==> src/rtl/sbt_pkg.sv <==
package sbt_pkg;
    typedef enum logic [1:0] {
        LOAD_NONE  = 2'd0,
        LOAD_INPUT = 2'd1,
        LOAD_HELD  = 2'd2
    } load_src_e;
endpackage

==> src/rtl/sbt_shifter.sv <==
module sbt_shifter #(
    parameter int WIDTH = 8
) (
    input  logic             clk,
    input  logic             rst_n,
    input  logic             load_i,
    input  logic [WIDTH-1:0] load_word_i,
    output logic             busy_o,
    output logic             bit_o,
    output logic             final_o
);
    localparam int CW = (WIDTH > 1) ? $clog2(WIDTH) : 1;
    localparam logic [CW-1:0] LAST_IDX = CW'(WIDTH - 1);

    typedef struct packed {
        logic [WIDTH-1:0] word;
        logic [CW-1:0]    idx;
        logic             busy;
    } shift_state_t;

    shift_state_t state_d, state_q;

    always_comb begin
        state_d = state_q;
        if (load_i) begin
            state_d.word = load_word_i;
            state_d.idx  = '0;
            state_d.busy = 1'b1;
        end else if (state_q.busy) begin
            if (state_q.idx == LAST_IDX) begin
                state_d.word = '0;
                state_d.idx  = '0;
                state_d.busy = 1'b0;
            end else begin
                state_d.word = {state_q.word[WIDTH-2:0], 1'b0};
                state_d.idx  = state_q.idx + CW'(1);
            end
        end
    end

    always_ff @(posedge clk or negedge rst_n) begin
        if (!rst_n) begin
            state_q <= '0;
        end else begin
            state_q <= state_d;
        end
    end

    assign busy_o  = state_q.busy;
    assign bit_o   = state_q.busy & state_q.word[WIDTH-1];
    assign final_o = state_q.busy && (state_q.idx == LAST_IDX);
endmodule

==> src/rtl/sbt_holdbuf.sv <==
module sbt_holdbuf #(
    parameter int WIDTH = 8
) (
    input  logic             clk,
    input  logic             rst_n,
    input  logic             wr_i,
    input  logic [WIDTH-1:0] data_i,
    input  logic             take_i,
    output logic             full_o,
    output logic [WIDTH-1:0] data_o
);
    typedef struct packed {
        logic [WIDTH-1:0] word;
        logic             full;
    } hold_state_t;

    hold_state_t hold_d, hold_q;

    always_comb begin
        hold_d = hold_q;
        if (take_i) begin
            hold_d.full = 1'b0;
        end
        if (wr_i) begin
            hold_d.word = data_i;
            hold_d.full = 1'b1;
        end
    end

    always_ff @(posedge clk or negedge rst_n) begin
        if (!rst_n) begin
            hold_q <= '0;
        end else begin
            hold_q <= hold_d;
        end
    end

    assign full_o = hold_q.full;
    assign data_o = hold_q.word;
endmodule

==> src/rtl/sbt_sched.sv <==
module sbt_sched
    import sbt_pkg::*;
(
    input  logic      strobe_i,
    input  logic      held_full_i,
    input  logic      shift_busy_i,
    input  logic      shift_final_i,
    output load_src_e load_src_o,
    output logic      hold_wr_o,
    output logic      hold_take_o,
    output logic      ready_o
);
    logic accept;
    logic slot_free;

    always_comb begin
        ready_o     = ~held_full_i;
        accept      = strobe_i & ~held_full_i;
        // the shifter can take a new word at the next edge
        slot_free   = ~shift_busy_i | shift_final_i;
        load_src_o  = LOAD_NONE;
        hold_wr_o   = 1'b0;
        hold_take_o = 1'b0;
        if (slot_free) begin
            if (held_full_i) begin
                load_src_o  = LOAD_HELD;
                hold_take_o = 1'b1;
            end else if (accept) begin
                load_src_o = LOAD_INPUT;
            end
        end else if (accept) begin
            hold_wr_o = 1'b1;
        end
    end
endmodule

==> src/rtl/ser_word_tx.sv <==
module ser_word_tx
    import sbt_pkg::*;
#(
    parameter int WIDTH = 8
) (
    input  logic             clk,
    input  logic             rst_n,
    input  logic [WIDTH-1:0] word_i,
    input  logic             strobe_i,
    output logic             ready_o,
    output logic             busy_o,
    output logic             sdo_o
);
    load_src_e        load_src;
    logic             hold_wr;
    logic             hold_take;
    logic             held_full;
    logic [WIDTH-1:0] held_word;
    logic             shift_final;
    logic             shift_load;
    logic [WIDTH-1:0] shift_word;

    sbt_sched u_sched (
        .strobe_i      (strobe_i),
        .held_full_i   (held_full),
        .shift_busy_i  (busy_o),
        .shift_final_i (shift_final),
        .load_src_o    (load_src),
        .hold_wr_o     (hold_wr),
        .hold_take_o   (hold_take),
        .ready_o       (ready_o)
    );

    sbt_holdbuf #(.WIDTH(WIDTH)) u_hold (
        .clk    (clk),
        .rst_n  (rst_n),
        .wr_i   (hold_wr),
        .data_i (word_i),
        .take_i (hold_take),
        .full_o (held_full),
        .data_o (held_word)
    );

    always_comb begin
        shift_load = (load_src != LOAD_NONE);
        shift_word = (load_src == LOAD_HELD) ? held_word : word_i;
    end

    sbt_shifter #(.WIDTH(WIDTH)) u_shift (
        .clk         (clk),
        .rst_n       (rst_n),
        .load_i      (shift_load),
        .load_word_i (shift_word),
        .busy_o      (busy_o),
        .bit_o       (sdo_o),
        .final_o     (shift_final)
    );
endmodule

==> config.mk <==
export PLATFORM = sky130hd
export DESIGN_NAME = ser_word_tx
export DESIGN_NICKNAME = d
export VERILOG_FILES = /design/src/rtl/sbt_pkg.sv /design/src/rtl/sbt_shifter.sv /design/src/rtl/sbt_holdbuf.sv /design/src/rtl/sbt_sched.sv /design/src/rtl/ser_word_tx.sv
export SDC_FILE = /design/constraint.sdc
export NUM_CORES = 1
export LEC_CHECK = 0
export ABC_AREA = 1
export BUFFER_PORTS_ARGS = -buffer_cell sky130_fd_sc_hd__buf_2
export CAP_MARGIN = 5
export CORE_MARGIN = 5
export CORE_UTILIZATION = 33
export CTS_CLUSTER_SIZE = 40
export DETAILED_ROUTE_END_ITERATION = 8
export SLEW_MARGIN = 0
export SYNTH_ARGS = -nofsm -noshare
export SYNTH_HDL_FRONTEND = slang
export SYNTH_SLANG_ARGS = --single-unit
==> constraint.sdc <==
create_clock -name clk -period 2.9 [get_ports clk]
set_clock_uncertainty 0.05 [all_clocks]
set_input_delay 0.58 -clock clk [delete_from_list [all_inputs] [get_ports clk]]
set_output_delay 0.58 -clock clk [all_outputs]
set_load 0.01 [all_outputs]
==> metrics.cfg, run 1 <==
[synthesis]
yosysWarnings = 0
synth-compound-area-share = 0.0810
synth_xor_area_frac = 0
ys_seq_area_frac = 0.500
yosys.area.top_type = dfrtp_1
syn_area_um2 = 1050
ys_seq_elements = 21
ys_top_cells_by_area = dfrtp_1 (50%), nand2_1 (13%), nand3_1 (9.5%), o21ai_2 (6.7%), nor2_1 (5.4%)
synth_top_cell_area_share = 0.500
yosys.area_share.adder = 0.0238
ys_types = 15
synth_top_family_by_area = simple AND/OR/NAND/NOR gates
syn_area_per_cell_um2 = 8.28
yosys.area_share.simple = 0.313
syn_nets = 140
syn_inst = 127
synth.area.mux_share = 0

[job]
drv_cap = 0

[floorplan]
die_x_um = 66.4
die-area_um2 = 4410
ioPinCount = 14
start_util = 0.344
die_h_um = 66.4
core_area_um2 = 3050
rows = 20

[setup_path]
cp_cell_sequence = inv_1, buf_2
cp.buffers_inverters = 2
critPathKind = reg2out
cp_slowest_cell = dfrtp_1
crit_arrival_ps = 1250
setup.worst_path.end_class = output port
cp_top_family = buffers and inverters
cp-start-kind = flip-flop
worstPathRequired_ps = 2270
max_stage_delay_ps = 400
path_max_fanout = 12

[timing]
tightestPinTransition_ps = 467
max_slew_margin = 0.689
setup_viol = 0
slew_viol_final = 0
max_freq_mhz = 531
grt_setup_unrepaired = false
post-route-period-util = 0.649
finalWorstSetupSlack_ps = 1020
final_hold_viol_count = 0
setup_tns_ps = 0
period_needed_ps = 1880

[power]
p_per_area_nw_per_um2 = 810
power.leakage_nw = 0.625
totalPowerFinal_uw = 952
ir_drop_mv = 0.459

[cts]
clock_tree.root_cell = clkbuf_4
clk-insertion-delay-late_ps = 310
clock_sinks = 21
cts_max_level = 1
cts_hold_buf = 0
postCtsSetupBuffers = 0
cts_made_buffers = 3
cts_tree = done
clockBufferDepth = 2
cts.clk_slew.worst_paths_ps = 130
post_cts_resized = 0

[layout]
area_growth_pct = 11.9
nFillCells = 340
antenna_cells = 0
drive_gt1_frac = 0.214
stdcell_count = 184
final_cell_mix = nand2_1 (35), dfrtp_1 (21), nand3_1 (20)
layout_commonest_cell = nand2_1
final_net_count = 154

[outcome]
status = completed

[place]
dp_slack_ps = 1250
dp_hpwl_um = 1370
placed_cells = 180
portBuffers = 13
gp_congestion = 0.782

[route]
drc_errors = 0
drt_iter0_drc = 32
via_per_inst = 4.29
routed-via-count = 789
wl_per_cell_um = 10.5
finalWirelength_um = 1930
antenna_left = 0
dr.pass1.iters = 4

[global_routing]
grt_pass1_wl_um = 3300
antenna_found_initial = 0
grt_usage = 0.0982
overflow = 0
first_global_vias = 727
grt_max_degree = 22

[min_path]
hold_path.class = in2async

==> kinds of logic (layout without fill, tap and decap cells) <==
logic type / Yosys count / after routing
DFF: 21 / 21
and+or+nand+nor: 74 / 74
buffers and inverters: 19 / 32
AOI/OAI and AO/OA: 11 / 11
adders and majority gates: 2 / 2
==> per-layer routing <==
metal  up-vias  wire [um]  global-route usage
met3         0        102              0.0408
met2        13        792               0.140
li1        424          -                   -
met1       352       1040               0.139
met5         -          0                   0
met4         0          0              0.0178
==> final timing paths <==
| check | start | end | slack, ps | cells after the start |
|---|---|---|---|---|
| max | u_hold.full_o | ready_o | 1020 | 2 |
| min | rst_n | u_hold.data_o[4] | 150 | 1 |
| max reg2reg | u_shift.state_q[1] | u_hold.data_o[6] | 1250 | 8 |
| min reg2reg | u_hold.data_o[0] | u_hold.data_o[0] | 450 | 2 |
| max in group asynchronous | rst_n | u_shift.state_q[1] | 2320 | 1 |
| min in group clk | u_hold.data_o[0] | u_hold.data_o[0] | 450 | 2 |
==> layout make-up <==
class                      instances  area (um^2)  share of cell area
timing repair buffer              13         65.1              0.0553
inverter                          15         61.3              0.0521
multi-input combinational         87          439               0.373
clock buffer                       3         22.5              0.0191
clock inverter                     1         7.51             0.00638
tap                               44         55.1              0.0468
sequential                        21          526               0.447
==> stage by stage <==
step / hold slack, ps / utilization / cell area (um^2)
CTS: 159 / 0.385 / 1180
detailed placement: 418 / 0.375 / 1150
floorplan: 234 / - / 1050
global route: 165 / 0.385 / 1180
finish: 152 / 0.385 / 1180
global placement: 416 / 0.375 / 1150
==> cell usage after synthesis <==
master and n:
nand2_1 35, dfrtp_1 21, nand3_1 20, nor2_1 15, inv_1 14, o21ai_2 8, o21ai_0 3, buf_2 2
ha_1 2, nand2_2 2, buf_6 1, clkbuf_1 1, inv_6 1, nand2_4 1, nand3_4 1
==> flip-flops by register name, indices dropped and copies added (netlist names) <==
signal           flops
u_shift.state_q     11
u_hold.full_o        1
u_hold.data_o        8
u_shift.busy_o       1
==> report_power, final <==
group          internal, mW  switching [mW]
clock                0.0525          0.0922
sequential            0.405          0.0652
combinational         0.130           0.208
total                 0.587           0.365
Note: power is estimated with default switching activity, not from simulation.
==> inputs of run 2 (changes only) <==
Clock period 2.9 ns to 1.8 ns, I/O delays scaled along.
==> metrics.cfg, run 2 (synthesis gave the netlist of run 1 again) <==
[outcome]
status = completed

[floorplan]
core_area_um2 = 3050  ; unchanged
start_util = 0.344  ; unchanged
rows = 20  ; unchanged
ioPinCount = 14  ; unchanged
die_h_um = 66.4  ; unchanged
die_x_um = 66.4  ; unchanged
die-area_um2 = 4410  ; unchanged

[setup_path]
cp_cell_sequence = ha_1, ha_1, inv_1, nand2_4, inv_6, nand3_4, nand2_1, o21ai_2
critPathKind = reg2reg
worstPathRequired_ps = 1950  ; -320 ps
setup.worst_path.end_class = flip-flop
max_stage_delay_ps = 410  ; about the same
path_max_fanout = 16  ; +4
timing.rr.start = u_shift.state_q[1]
cp-startpoint = u_shift.state_q[1]
cp-start-kind = flip-flop
crit_arrival_ps = 1780  ; +530 ps
cp_common_cell = ha_1
cp_top_family = simple AND/OR/NAND/NOR gates
cp.buffers_inverters = 2  ; unchanged
cp_slowest_cell = dfrtp_1

[global_routing]
overflow = 0  ; unchanged
antenna_found_initial = 0  ; unchanged
first_global_vias = 797  ; +9.6%
grt_pass1_wl_um = 3520  ; +6.7%
grt_max_degree = 22  ; unchanged
grt_usage = 0.106  ; +0.00799

[timing]
finalWorstSetupSlack_ps = 163  ; -854 ps
max_freq_mhz = 611
post-route-period-util = 0.909
setup_tns_ps = 0  ; unchanged
period_needed_ps = 1640
max_slew_margin = 0.694  ; +0.00525
slew_viol_final = 0  ; unchanged
grt_setup_unrepaired = false
setup_viol = 0  ; unchanged
tightestPinTransition_ps = 459  ; -7.88 ps
final_hold_viol_count = 0  ; unchanged

[layout]
area_growth_pct = 13.2
top_register = u_shift.state_q
drive_gt1_frac = 0.211  ; -0.00302
largest_register_ffs = 11  ; unchanged
stdcell_count = 186  ; +1.1%
final_cell_mix = nand2_1 (35), dfrtp_1 (21), nand3_1 (20)
layout_commonest_cell = nand2_1
post-route-util = 0.390  ; +0.00451
nFillCells = 329  ; -3.2%
final_net_count = 156  ; +1.3%
antenna_cells = 0  ; unchanged

[route]
dr.pass1.iters = 4  ; unchanged
wl_per_cell_um = 10.7  ; +1.8%
drc_errors = 0  ; unchanged
routed-via-count = 834  ; +5.7%
antenna_left = 0  ; unchanged
finalWirelength_um = 1990  ; +2.9%
drt_iter0_drc = 36  ; +13%
via_per_inst = 4.48  ; +4.6%

[cts]
clk-insertion-delay-late_ps = 300  ; about the same
cts_tree = done
clockBufferDepth = 2  ; unchanged
cts.clk_slew.worst_paths_ps = 120  ; about the same
clock_tree.root_cell = clkbuf_4
post_cts_resized = 0  ; unchanged
clock_sinks = 21  ; unchanged
cts_made_buffers = 3  ; unchanged
cts_max_level = 1  ; unchanged

[job]
drv_cap = 0  ; unchanged

[min_path]
hold_path.class = in2reg
min_from = word_i[6]

[power]
p_per_area_nw_per_um2 = 1300  ; +61%
ir_drop_mv = 0.801  ; +74%
power.leakage_nw = 0.636  ; +1.7%

[place]
gp_congestion = 0.772  ; -1.2%
portBuffers = 13  ; unchanged
placed_cells = 181  ; +0.56%
dp_hpwl_um = 1430  ; +4.0%
dp_slack_ps = 172  ; -1080 ps

[run 2: cell count changes in the layout (fill, tap and decap cells not counted)]
cell and delta:
dlygate4sd3_1 +1, buf_4 +1, clkbuf_1 +1, clkinvlp_4 -1
[run 2: worst min-delay path, stage by stage]
cell and delay, ps:
buf_2 90, inv_1 70, o21ai_2 60
[run 2: final timing paths]
kind / to / slack [ps] / depth (start not counted)
worst max-delay path: u_hold.data_o[5] / 160 / 8
worst min-delay path: u_hold.data_o[6] / 260 / 3
worst max register to register: u_hold.data_o[5] / 160 / 8
worst min register to register: u_hold.data_o[0] / 450 / 2
max in group asynchronous: u_shift.state_q[7] / 900 / 2
min in group asynchronous: u_shift.state_q[11] / 480 / 2
[run 2: final cells by class]
cell class                      instances  area (um^2)  area share
Inverter                               15         61.3      0.0515
Clock buffer                            4         26.3      0.0221
Tap cell                               44         55.1      0.0463
Multi-Input combinational cell         87          439       0.369
Sequential cell                        21          526       0.442
Timing Repair Buffer                   15         82.6      0.0694
[run 2: per-layer routing]
metal  vias to the layer above  global-route usage  part of all wire
li1                        431                   -                 -
met1                       381               0.123              0.47
met2                        20               0.182              0.47
met3                         2              0.0391             0.051
met4                         0              0.0305            0.0060
met5                         -                   0                 0
[run 2: where the power goes]
| group | leakage, nW | internal (mW) | total (mW) | switching, mW |
|---|---|---|---|---|
| Sequential | 0.264 | 0.652 | 0.757 | 0.104 |
| Combinational | 0.356 | 0.224 | 0.563 | 0.338 |
| Clock | 0.0150 | 0.0864 | 0.228 | 0.141 |
[run 2: timing repair]
action | in CTS | in global routing
hold endpoints to repair | 21 | 0
hold buffers | 1 | 0
setup buffers | 0 | 0
[run 2: stage by stage]
step / power (mW) / instance area [um^2] / hold WS, ps
2_1_floorplan: 1.19 / 1050 / 14.4
3_3_place_gp: 1.32 / 1150 / 292
3_5_place_dp: 1.34 / 1150 / 298
4_1_cts: 1.57 / 1190 / 253
5_1_grt: 1.68 / 1190 / 249
6_report: 1.55 / 1190 / 260
==> inputs of run 3 (changes only) <==
Settings changed: ABC_AREA 1 to not set.
==> metrics.cfg, run 3 <==
[outcome]
status = completed

[synthesis]
ys_seq_area_frac = 0.513  ; +0.0128
syn_nets = 103  ; -26%
synth-main-ff-cell = dfrtp_1
synth_top_cell_area_share = 0.513  ; +0.0128
ys_types = 19  ; +4
syn_inst = 90  ; -29%
yosys-top-cells-count = dfrtp_1 (21), nand2_1 (11), o21ai_0 (10), nor2_1 (9), mux2_4 (8)
synth_edf_count = 0  ; unchanged
ys_top_cells_by_area = dfrtp_1 (51%), mux2_4 (12%), a311oi_1 (6.0%), o21ai_0 (4.9%), and2_1 (4.3%)
syn_area_um2 = 1020  ; -2.5%
yosysWarnings = 0  ; unchanged
synthArstFlopShare = 1.00  ; unchanged
ys_seq_elements = 21  ; unchanged
syn_area_per_cell_um2 = 11.4  ; +38%
yosysMostFrequentCell = dfrtp_1
yosys.area.top_type = dfrtp_1

[route]
drc_errors = 0  ; unchanged
via_per_inst = 4.77  ; +6.4%
antenna_left = 0  ; unchanged
drt_iter0_drc = 10  ; -72%
dr.pass1.iters = 4  ; unchanged
wl_per_cell_um = 13.2  ; +24%
finalWirelength_um = 1970  ; -0.75%
routed-via-count = 711  ; -15%

[setup_path]
cp-start-kind = flip-flop
cp_common_cell = ha_1
max_stage_delay_ps = 410  ; about the same
crit_arrival_ps = 1900  ; +120 ps
setup.worst_path.end_class = flip-flop
path_max_fanout = 8  ; -8
regToRegSetupSlack_ps = 60  ; -110 ps
worstPathRequired_ps = 1950  ; about the same
cp.buffers_inverters = 0  ; -2
cp_top_family = adder cells
cp_cell_sequence = ha_1, ha_1, nor2b_4, and3_4, mux2_4
critPathKind = reg2reg
cp_slowest_cell = dfrtp_1

[min_path]
hold_path.class = in2reg

[global_routing]
grt_max_degree = 22  ; unchanged
antenna_found_initial = 0  ; unchanged
grt.busiest_layer = met2
grtUsageMet3 = 0.0342  ; -0.00493
grt_pass1_wl_um = 3320  ; -5.7%
first_global_vias = 728  ; -8.7%
use_met2 = 0.160  ; -0.0220
grt_usage = 0.100  ; -0.00604
overflow = 0  ; unchanged
use_met1 = 0.126  ; +0.00383

[floorplan]
die_h_um = 65.7  ; -1.1%
core_area_um2 = 3030  ; -0.82%
rows = 20  ; unchanged
die_x_um = 65.7  ; -1.1%
die-area_um2 = 4320  ; -2.1%
ioPinCount = 14  ; unchanged
start_util = 0.338  ; -0.00583

[timing]
setup_viol = 0  ; unchanged
period_needed_ps = 1740  ; +106 ps
tightestPinTransition_ps = 462  ; +3.48 ps
final_hold_viol_count = 0  ; unchanged
max_freq_mhz = 574  ; -6.1%
setup_tns_ps = 0  ; unchanged
post-route-period-util = 0.968  ; +0.0586
grt_setup_unrepaired = false
slew_viol_final = 0  ; unchanged
max_slew_margin = 0.692  ; -0.00232
finalWorstSetupSlack_ps = 57.4  ; -106 ps

[layout]
final_cell_mix = dfrtp_1 (21), buf_2 (13), nand2_1 (11)
top_register = u_shift.state_q
area_growth_pct = 13.3  ; about the same
nFillCells = 312  ; -5.2%
final_net_count = 119  ; -24%
layout_commonest_cell = dfrtp_1
final_area_um2 = 1160  ; -2.4%
stdcell_count = 149  ; -20%
largest_register_ffs = 11  ; unchanged
antenna_cells = 0  ; unchanged
drive_gt1_frac = 0.305  ; +0.0935

[place]
portBuffers = 13  ; unchanged
place_area_um2 = 1120  ; -2.8%
placed_cells = 144  ; -20%
gp_congestion = 0.755  ; -2.2%
dp_slack_ps = 61.7  ; -111 ps

[cts]
clk-insertion-delay-late_ps = 300  ; about the same
clockBufferDepth = 2  ; unchanged
cts_tree = done
clock_tree.root_cell = clkbuf_4
cts_hold_buf = 1  ; unchanged
post_cts_resized = 0  ; unchanged
postCtsSetupBuffers = 0  ; unchanged
cts.clk_slew.worst_paths_ps = 120  ; about the same
cts_max_level = 1  ; unchanged
cts_made_buffers = 3  ; unchanged
clock_sinks = 21  ; unchanged

[power]
p_per_area_nw_per_um2 = 1390  ; +7.3%
ir_drop_mv = 0.642  ; -20%
power.leakage_nw = 0.505  ; -21%

[job]
drv_cap = 0  ; unchanged

## run 3: cell types whose count changed in the layout (fill, tap and decap cells not counted), moves of 2 or more
| cell | previous run | this run |
|---|---|---|
| a311oi_1 | 0 | 7 |
| a32o_1 | 0 | 2 |
| and2_1 | 0 | 7 |
| buf_4 | 1 | 3 |
| inv_1 | 14 | 0 |
| mux2_4 | 0 | 8 |
| nand2_1 | 35 | 11 |
| nand2_2 | 2 | 0 |
| nand3_1 | 20 | 0 |
| nor2_1 | 15 | 9 |
| o21ai_0 | 3 | 10 |
| o21ai_2 | 8 | 0 |
## run 3: layer usage
metal / wire, um / up-vias / part of all wire
met1: 882 / 353 / 0.45
met5: 0 / - / 0
met4: 27 / 0 / 0.014
met2: 977 / 11 / 0.50
met3: 84 / 2 / 0.043
li1: - / 345 / -
## run 3: layout make-up
cell class,instances,area (um^2),share of cell area
clock buffers,3,22.5,0.0194
clock inverters,1,7.51,0.00647
inverters,1,3.75,0.00323
multi-input cells,62,449,0.387
flip-flops and latches,21,526,0.453
well taps,44,55.1,0.0474
repair buffers,17,97.6,0.0841
## run 3: cell families (layout without fill, tap and decap cells)
logic type,count (synthesis),after routing,share of synthesized area
DFF,21,21,0.513
adders and majority gates,2,2,0.0244
buffers and inverters,7,22,0.0488
AOI/OAI and AO/OA,20,20,0.137
muxes,8,8,0.117
and+or+nand+nor,32,32,0.160
## run 3: worst paths after layout
kind                                          start             endpoint  depth (start not counted)
worst max-delay path             u_shift.state_q[1]     u_hold.data_o[5]                          5
worst min-delay path                      word_i[3]     u_hold.data_o[3]                          2
worst min register to register  u_shift.state_q[11]  u_shift.state_q[11]                          2
max in group asynchronous                     rst_n   u_shift.state_q[3]                          2
worst max register to register   u_shift.state_q[1]     u_hold.data_o[5]                          5
min in group asynchronous                     rst_n     u_hold.data_o[3]                          2
## run 3: worst register-to-register path: stages (launching register included)
cell and delay (ps):
dfrtp_1 410, ha_1 210, ha_1 230, nor2b_4 120, and3_4 300, mux2_4 320
## run 3: stage by stage
step	power (mW)	hold WS, ps	utilization
after global routing	1.74	232	0.383
final	1.62	239	0.383
after global placement	1.37	282	0.370
after detailed placement	1.41	295	0.370
after CTS	1.65	230	0.383
after floorplan	1.27	14.4	-
## run 3: power breakdown
part	internal (mW)	leakage (nW)	switching, mW
registers	0.683	0.252	0.119
logic	0.343	0.239	0.240
clock network	0.0846	0.0139	0.151
